File: config.mk
export PLATFORM = sky130hd
export DESIGN_NAME = pll_cmp_core
export DESIGN_NICKNAME = d
export VERILOG_FILES = /design/src/rtl/pll_cmp_pkg.sv /design/src/rtl/pcc_divider.sv /design/src/rtl/pcc_datapath.sv /design/src/rtl/pcc_control.sv /design/src/rtl/pll_cmp_core.sv
export SDC_FILE = /design/constraint.sdc
export NUM_CORES = 1
export LEC_CHECK = 0
export BUFFER_PORTS_ARGS = -buffer_cell sky130_fd_sc_hd__buf_4
export CAP_MARGIN = 20
export CORE_MARGIN = 8
export CORE_UTILIZATION = 46
export CTS_CLUSTER_DIAMETER = 120
export DETAILED_ROUTE_END_ITERATION = 10
export SYNTH_ARGS = -nofsm -noshare
export SYNTH_HDL_FRONTEND = slang
export SYNTH_SLANG_ARGS = --single-unit
File: constraint.sdc
create_clock -name clk -period 5.95 [get_ports clk]
set_input_delay 0 -clock clk [delete_from_list [all_inputs] [get_ports clk]]
set_output_delay 0 -clock clk [all_outputs]
set_load 0.005 [all_outputs]
File: src/rtl/pll_cmp_pkg.sv
package pll_cmp_pkg;

  // Strobes from control to datapath
  typedef struct packed {
    logic clearAll;
  } ctrlStrobe_t;

  // Detector state reported from datapath to control
  typedef struct packed {
    logic refTick;
    logic refLead;
    logic vcoLead;
  } pfdStatus_t;

  function automatic int maxOf4(input int a, input int b, input int c, input int d);
    int m;
    m = a;
    if (b > m) m = b;
    if (c > m) m = c;
    if (d > m) m = d;
    return m;
  endfunction

endpackage

File: src/rtl/pcc_divider.sv
module pcc_divider #(
  parameter int DIV_HI = 338,
  parameter int DIV_LO = 570,
  parameter int CNT_W  = 10
) (
  input  logic clk,
  input  logic rstN,
  input  logic clear,
  input  logic divSel,
  input  logic sigIn,
  output logic tick,
  output logic divOut
);

  logic             prevIn;
  logic             rise;
  logic [CNT_W-1:0] cnt;
  logic [CNT_W-1:0] ratio;
  logic [CNT_W-1:0] halfRatio;

  assign ratio     = divSel ? CNT_W'(DIV_HI) : CNT_W'(DIV_LO);
  assign halfRatio = ratio >> 1;
  assign rise      = sigIn & ~prevIn;
  assign tick      = rise && (cnt == (ratio - CNT_W'(1)));
  assign divOut    = (cnt < halfRatio);

  always_ff @(posedge clk or negedge rstN) begin
    if (!rstN) begin
      prevIn <= 1'b0;
      cnt    <= '0;
    end else begin
      prevIn <= sigIn;
      if (clear)     cnt <= '0;
      else if (tick) cnt <= '0;
      else if (rise) cnt <= cnt + CNT_W'(1);
    end
  end

  // the count stays inside the selected ratio
  p_cnt_range_r3: assert property (@(posedge clk) disable iff (!rstN || clear)
    cnt < ratio);

  // a divided event returns the count to zero
  p_wrap_zero_r3: assert property (@(posedge clk) disable iff (!rstN)
    tick |=> (cnt == '0));

endmodule

File: src/rtl/pcc_datapath.sv
module pcc_datapath
  import pll_cmp_pkg::*;
#(
  parameter int VCO_DIV_HI = 338,
  parameter int REF_DIV_HI = 4,
  parameter int VCO_DIV_LO = 570,
  parameter int REF_DIV_LO = 6,
  parameter int CNT_W      = 10
) (
  input  logic        clk,
  input  logic        rstN,
  input  logic        vcoIn,
  input  logic        refIn,
  input  logic        modeSel,
  input  ctrlStrobe_t strobe,
  output pfdStatus_t  status,
  output logic        vcoDiv,
  output logic        refDiv
);

  localparam int NUM_CH = 2;
  localparam int VCO_CH = 0;
  localparam int REF_CH = 1;

  logic [NUM_CH-1:0] chIn;
  logic [NUM_CH-1:0] chTick;
  logic [NUM_CH-1:0] chDiv;
  logic              refLead;
  logic              vcoLead;
  logic              refNext;
  logic              vcoNext;

  assign chIn[VCO_CH] = vcoIn;
  assign chIn[REF_CH] = refIn;

  for (genvar ch = 0; ch < NUM_CH; ch++) begin : g_div
    localparam int HI = (ch == VCO_CH) ? VCO_DIV_HI : REF_DIV_HI;
    localparam int LO = (ch == VCO_CH) ? VCO_DIV_LO : REF_DIV_LO;
    pcc_divider #(
      .DIV_HI(HI),
      .DIV_LO(LO),
      .CNT_W (CNT_W)
    ) u_div (
      .clk   (clk),
      .rstN  (rstN),
      .clear (strobe.clearAll),
      .divSel(modeSel),
      .sigIn (chIn[ch]),
      .tick  (chTick[ch]),
      .divOut(chDiv[ch])
    );
  end

  // Edge-set detector pair; both set means the pair resets
  assign refNext = refLead | chTick[REF_CH];
  assign vcoNext = vcoLead | chTick[VCO_CH];

  always_ff @(posedge clk or negedge rstN) begin
    if (!rstN) begin
      refLead <= 1'b0;
      vcoLead <= 1'b0;
    end else if (strobe.clearAll || (refNext && vcoNext)) begin
      refLead <= 1'b0;
      vcoLead <= 1'b0;
    end else begin
      refLead <= refNext;
      vcoLead <= vcoNext;
    end
  end

  assign status.refTick = chTick[REF_CH];
  assign status.refLead = refLead;
  assign status.vcoLead = vcoLead;
  assign vcoDiv         = chDiv[VCO_CH];
  assign refDiv         = chDiv[REF_CH];

  // the two detector flops are never set together
  p_lead_excl_r7: assert property (@(posedge clk) disable iff (!rstN)
    !(refLead && vcoLead));

  // coincident events from rest leave the detector at rest
  p_coincide_idle_r7: assert property (@(posedge clk) disable iff (!rstN)
    (chTick[REF_CH] && chTick[VCO_CH] && !refLead && !vcoLead) |=> !(refLead || vcoLead));

  // the clear strobe empties the detector
  p_clear_pfd_r10: assert property (@(posedge clk) disable iff (!rstN)
    strobe.clearAll |=> !(refLead || vcoLead));

endmodule

File: src/rtl/pcc_control.sv
module pcc_control
  import pll_cmp_pkg::*;
#(
  parameter int WIDE_LIM   = 4,
  parameter int LOCK_COUNT = 8
) (
  input  logic        clk,
  input  logic        rstN,
  input  logic        modeSel,
  input  logic        polSel,
  input  pfdStatus_t  status,
  input  logic        vcoDiv,
  input  logic        refDiv,
  output ctrlStrobe_t strobe,
  output logic        pumpHigh,
  output logic        pumpLow,
  output logic        testOut,
  output logic        lockFlag
);

  localparam int PW_W   = $clog2(WIDE_LIM + 1);
  localparam int GOOD_W = (LOCK_COUNT > 2) ? $clog2(LOCK_COUNT) : 1;

  logic              modePrev;
  logic              modeChange;
  logic              active;
  logic              wideNow;
  logic              periodBad;
  logic [PW_W-1:0]   pwCnt;
  logic [GOOD_W-1:0] goodCnt;

  assign modeChange      = (modeSel != modePrev);
  assign strobe.clearAll = modeChange;

  // Polarity mapping and monitor source
  assign pumpLow  = polSel ? status.refLead : status.vcoLead;
  assign pumpHigh = polSel ? status.vcoLead : status.refLead;
  assign testOut  = polSel ? refDiv : vcoDiv;

  assign active  = status.refLead | status.vcoLead;
  assign wideNow = active && (pwCnt == PW_W'(WIDE_LIM));

  always_ff @(posedge clk or negedge rstN) begin
    if (!rstN) begin
      modePrev  <= 1'b0;
      pwCnt     <= '0;
      goodCnt   <= '0;
      periodBad <= 1'b0;
      lockFlag  <= 1'b0;
    end else begin
      modePrev <= modeSel;
      if (modeChange) begin
        pwCnt     <= '0;
        goodCnt   <= '0;
        periodBad <= 1'b0;
        lockFlag  <= 1'b0;
      end else begin
        if (!active)                     pwCnt <= '0;
        else if (pwCnt != PW_W'(WIDE_LIM)) pwCnt <= pwCnt + PW_W'(1);

        periodBad <= status.refTick ? 1'b0 : (periodBad | wideNow);

        if (wideNow) begin
          lockFlag <= 1'b0;
          goodCnt  <= '0;
        end else if (status.refTick) begin
          if (periodBad) begin
            goodCnt <= '0;
          end else if (goodCnt == GOOD_W'(LOCK_COUNT - 1)) begin
            lockFlag <= 1'b1;
          end else begin
            goodCnt <= goodCnt + GOOD_W'(1);
          end
        end
      end
    end
  end

  // lock only rises right after a reference divided event
  p_lock_on_tick_r8: assert property (@(posedge clk) disable iff (!rstN)
    $rose(lockFlag) |-> $past(status.refTick));

  // an over-wide pulse drops the lock flag
  p_wide_unlock_r9: assert property (@(posedge clk) disable iff (!rstN)
    wideNow |=> !lockFlag);

  // a mode change drops the lock flag
  p_mode_unlock_r10: assert property (@(posedge clk) disable iff (!rstN)
    (modeSel != $past(modeSel)) |=> !lockFlag);

  // the pump pin is never driven both ways
  p_pump_excl_r7: assert property (@(posedge clk) disable iff (!rstN)
    !(pumpHigh && pumpLow));

endmodule

File: src/rtl/pll_cmp_core.sv
module pll_cmp_core
  import pll_cmp_pkg::*;
#(
  parameter int VCO_DIV_HI = 338,
  parameter int REF_DIV_HI = 4,
  parameter int VCO_DIV_LO = 570,
  parameter int REF_DIV_LO = 6,
  parameter int WIDE_LIM   = 4,
  parameter int LOCK_COUNT = 8
) (
  input  logic clk,
  input  logic rstN,
  input  logic vcoIn,
  input  logic refIn,
  input  logic modeSel,
  input  logic polSel,
  output logic pumpHigh,
  output logic pumpLow,
  output logic testOut,
  output logic lockFlag
);

  localparam int MAX_DIV = maxOf4(VCO_DIV_HI, REF_DIV_HI, VCO_DIV_LO, REF_DIV_LO);
  localparam int CNT_W   = $clog2(MAX_DIV);

  ctrlStrobe_t strobe;
  pfdStatus_t  status;
  logic        vcoDiv;
  logic        refDiv;

  pcc_datapath #(
    .VCO_DIV_HI(VCO_DIV_HI),
    .REF_DIV_HI(REF_DIV_HI),
    .VCO_DIV_LO(VCO_DIV_LO),
    .REF_DIV_LO(REF_DIV_LO),
    .CNT_W     (CNT_W)
  ) u_datapath (
    .clk    (clk),
    .rstN   (rstN),
    .vcoIn  (vcoIn),
    .refIn  (refIn),
    .modeSel(modeSel),
    .strobe (strobe),
    .status (status),
    .vcoDiv (vcoDiv),
    .refDiv (refDiv)
  );

  pcc_control #(
    .WIDE_LIM  (WIDE_LIM),
    .LOCK_COUNT(LOCK_COUNT)
  ) u_control (
    .clk     (clk),
    .rstN    (rstN),
    .modeSel (modeSel),
    .polSel  (polSel),
    .status  (status),
    .vcoDiv  (vcoDiv),
    .refDiv  (refDiv),
    .strobe  (strobe),
    .pumpHigh(pumpHigh),
    .pumpLow (pumpLow),
    .testOut (testOut),
    .lockFlag(lockFlag)
  );

endmodule

==> results.md <==
* Cts hold-fix bufs at 4
* Synthesis warning total at 0
* Register Area at 826 µm²
* Final hold viol count at 0
* Die area at 6360 µm²
* RSZ-0062 raised after global routing: false
* Filler instances at 366
* Area delta synth->final at 12.6%
* CP Max Fanout at 7
* Seq/Total Area, Yosys at 0.441
* Status: complete, no violations
* CTS tree: done
* Max-slew headroom at 0.471
* Worst Path Required at 6.16 ns
* Layout cells sized above 1 at 0.0995
* Top-Level Pins at 10
* Maximum VDD drop at 0.141 mV
* Postcts setup bufs at 0
* Area taken by multi-input logic gates at 995 µm²
* Max cap viols at 0
* First-pass GRT wire length at 6890 µm
* Via-to-Cell Ratio at 5.63
* Final Setup Violations at 0
* Worst setup margin at 3.72 ns
* Core area at 3970 µm²
* Hold Crit Class: primary input to asynchronous set/reset pin
* GP Congestion at 0.758
* Vias in the first global route at 1512
* TritonRoute pass-1 iters at 4
* Most frequent cells in the layout: 33 x dfrtp_1, 31 x nor2_1, 16 x nand2_1
* Post-DRT Antenna Nets at 0
* Initial Util at 0.471
* Hold slack at 0.186 ns
* Final worst path period share at 0.375
* Die H at 79.8 µm
* Worst-Margin Slew at 0.791 ns
* Setup TNS at 0 ns
* Leakage at 0.902 nW
* FF+latch count, synth at 33
* Worst-Skew Late Latency at 0.29 ns
* Tmin final at 2.23 ns
* Post-place setup slack at 3.76 ns
* # rows at 23
* Slew Limit Fails at 0
* Crit Path Class: flop to flop
* Maximum number of pins on one net before global-route repair at 34
* Synth cell types at 39
* CP endpoint kind: flop
* Final Skew at 0.00779 ns
* WL/cell at 14.8 µm
* PwrDens at 203 nW/µm²
* Initial antenna violation count at 0
* Ant diodes at 0
* HPWL Detailed at 2750 µm
* I/O Buffers at 9
* Post-Route WL at 3860 µm
* Clk sinks at 33
* Mean post-synth cell area at 9.69 µm²
* Root Driver: clkbuf_8
* Syn Nets at 212
* Via Count at 1469
* Drt initial violations at 48
* Clk slew on worst S/H paths at 0.07 ns
* Worst setup SP type: flop
* Post-CTS Resized at 0
* H-tree Lvls at 2
* GRT Resource Usage Total at 0.136
* Clk buf depth at 2
* Fin nets at 229
* Fmax at 0.449 GHz
* Remaining global-route overflow at 0
* Commonest non-fill, non-tap cell in the layout: dfrtp_1
* DRC viols at 0
* Crit path DAT at 2.44 ns
* Synth Instances at 193
* Cell Area, Synth at 1870 µm²
* CTS buffer count at 5
* Die Wd at 79.8 µm
-- worst paths after layout --
check                      slack, ns                          endpoint  cells past startpoint                              from
setup reg to reg                3.72              u_control.goodCnt[1]                      5  u_datapath.g_div[1].u_div.cnt[3]
min in group clk                0.32                           testOut                      3                            polSel
hold / removal                  0.19              u_control.goodCnt[1]                      2                              rstN
max in group asynchronous       5.46  u_datapath.g_div[1].u_div.cnt[5]                      2                              rstN
setup / recovery                3.72              u_control.goodCnt[1]                      5  u_datapath.g_div[1].u_div.cnt[3]
hold reg to reg                 0.53                u_control.lockFlag                      2                u_control.lockFlag
-- final cells by class --
class                      count  share of cell area
clock inverter                 2             0.00475
sequential                    33               0.392
inverter                       9              0.0160
tap                           50              0.0297
multi-input combinational    148               0.472
timing repair buffer          13              0.0511
clock buffer                   6              0.0344
-- kinds of logic after synthesis --
kind of cell	count (synthesis)	synth area share
mux	1	0.00602
buf+inv	12	0.0268
simple gates	84	0.241
fa+ha+maj	13	0.0870
xor+xnor	18	0.0843
flops	33	0.441
compound gates	32	0.113
-- metrics by stage --
stage / power (mW) / area (µm²) / util / cells
floorplan: 0.253 / 1870 / - / 193
global placement: 0.267 / 1980 / 0.500 / 249
detailed placement: 0.268 / 1980 / 0.500 / 249
CTS: 0.435 / 2110 / 0.531 / 261
global route: 0.449 / 2110 / 0.531 / 261
finish: 0.429 / 2110 / 0.531 / 261
-- routing by layer --
layer  track usage  wire, µm
met4        0.0618        88
met3        0.0417       154
met1         0.164      1760
met2         0.218      1850
met5             0         0
-- state kept, by name, summed over array words and instances (netlist names) --
| signal | count |
|---|---|
| u_control.periodBad | 1 |
| u_control.modePrev | 1 |
| u_datapath.refLead | 1 |
| u_control.lockFlag | 1 |
| u_datapath.g_div.u_div.cnt | 20 |
| u_control.goodCnt | 3 |
| u_control.pwCnt | 3 |
| u_datapath.vcoLead | 1 |
| u_datapath.g_div.u_div.prevIn | 2 |
-- critical path: stages, from the launching register on --
cell and delay (ns):
dfrtp_1 0.44, or4_4 0.55, nor4_4 0.26, nand4_4 0.20, or4b_1 0.52, a31oi_1 0.19
-- synth_stat cells --
library cell	count	share of area
a21boi_0	2	0.0080
nand3b_1	2	0.0080
nor4_4	1	0.011
nor2_1	31	0.062
nand4_1	2	0.0067
or4b_1	1	0.0054
ha_1	13	0.087
nor3_1	2	0.0054
nand4_4	1	0.011
buf_4	1	0.0040
and3_1	3	0.010
a21oi_1	6	0.016
o31ai_1	1	0.0040
o21ai_1	1	0.0027
nor4bb_1	3	0.016
o2111a_1	1	0.0060
nor2b_1	4	0.013
nand4b_1	1	0.0047
or4_1	1	0.0040
nand2b_1	3	0.010
inv_1	9	0.018
buf_2	1	0.0027
o2111ai_1	5	0.023
dfrtp_1	33	0.44
o211ai_1	1	0.0040
xor2_1	8	0.037
nand3_1	10	0.027
clkbuf_1	1	0.0020
xnor2_1	10	0.047
nand2_1	16	0.032
or2_2	1	0.0033
a211oi_1	2	0.0080
o41ai_1	1	0.0047
and4_1	1	0.0047
mux2_2	1	0.0060
or4_4	1	0.0060
o21a_1	1	0.0040
o21ai_0	7	0.019
a31oi_1	4	0.013
-- power by group --
part	leakage [nW]	internal (mW)	total, mW	switching [mW]
combinational	0.404	0.0116	0.0343	0.0228
sequential	0.453	0.228	0.232	0.00417
clock	0.0450	0.0810	0.163	0.0817
No activity file was read; power rests on OpenSTA's default activity.
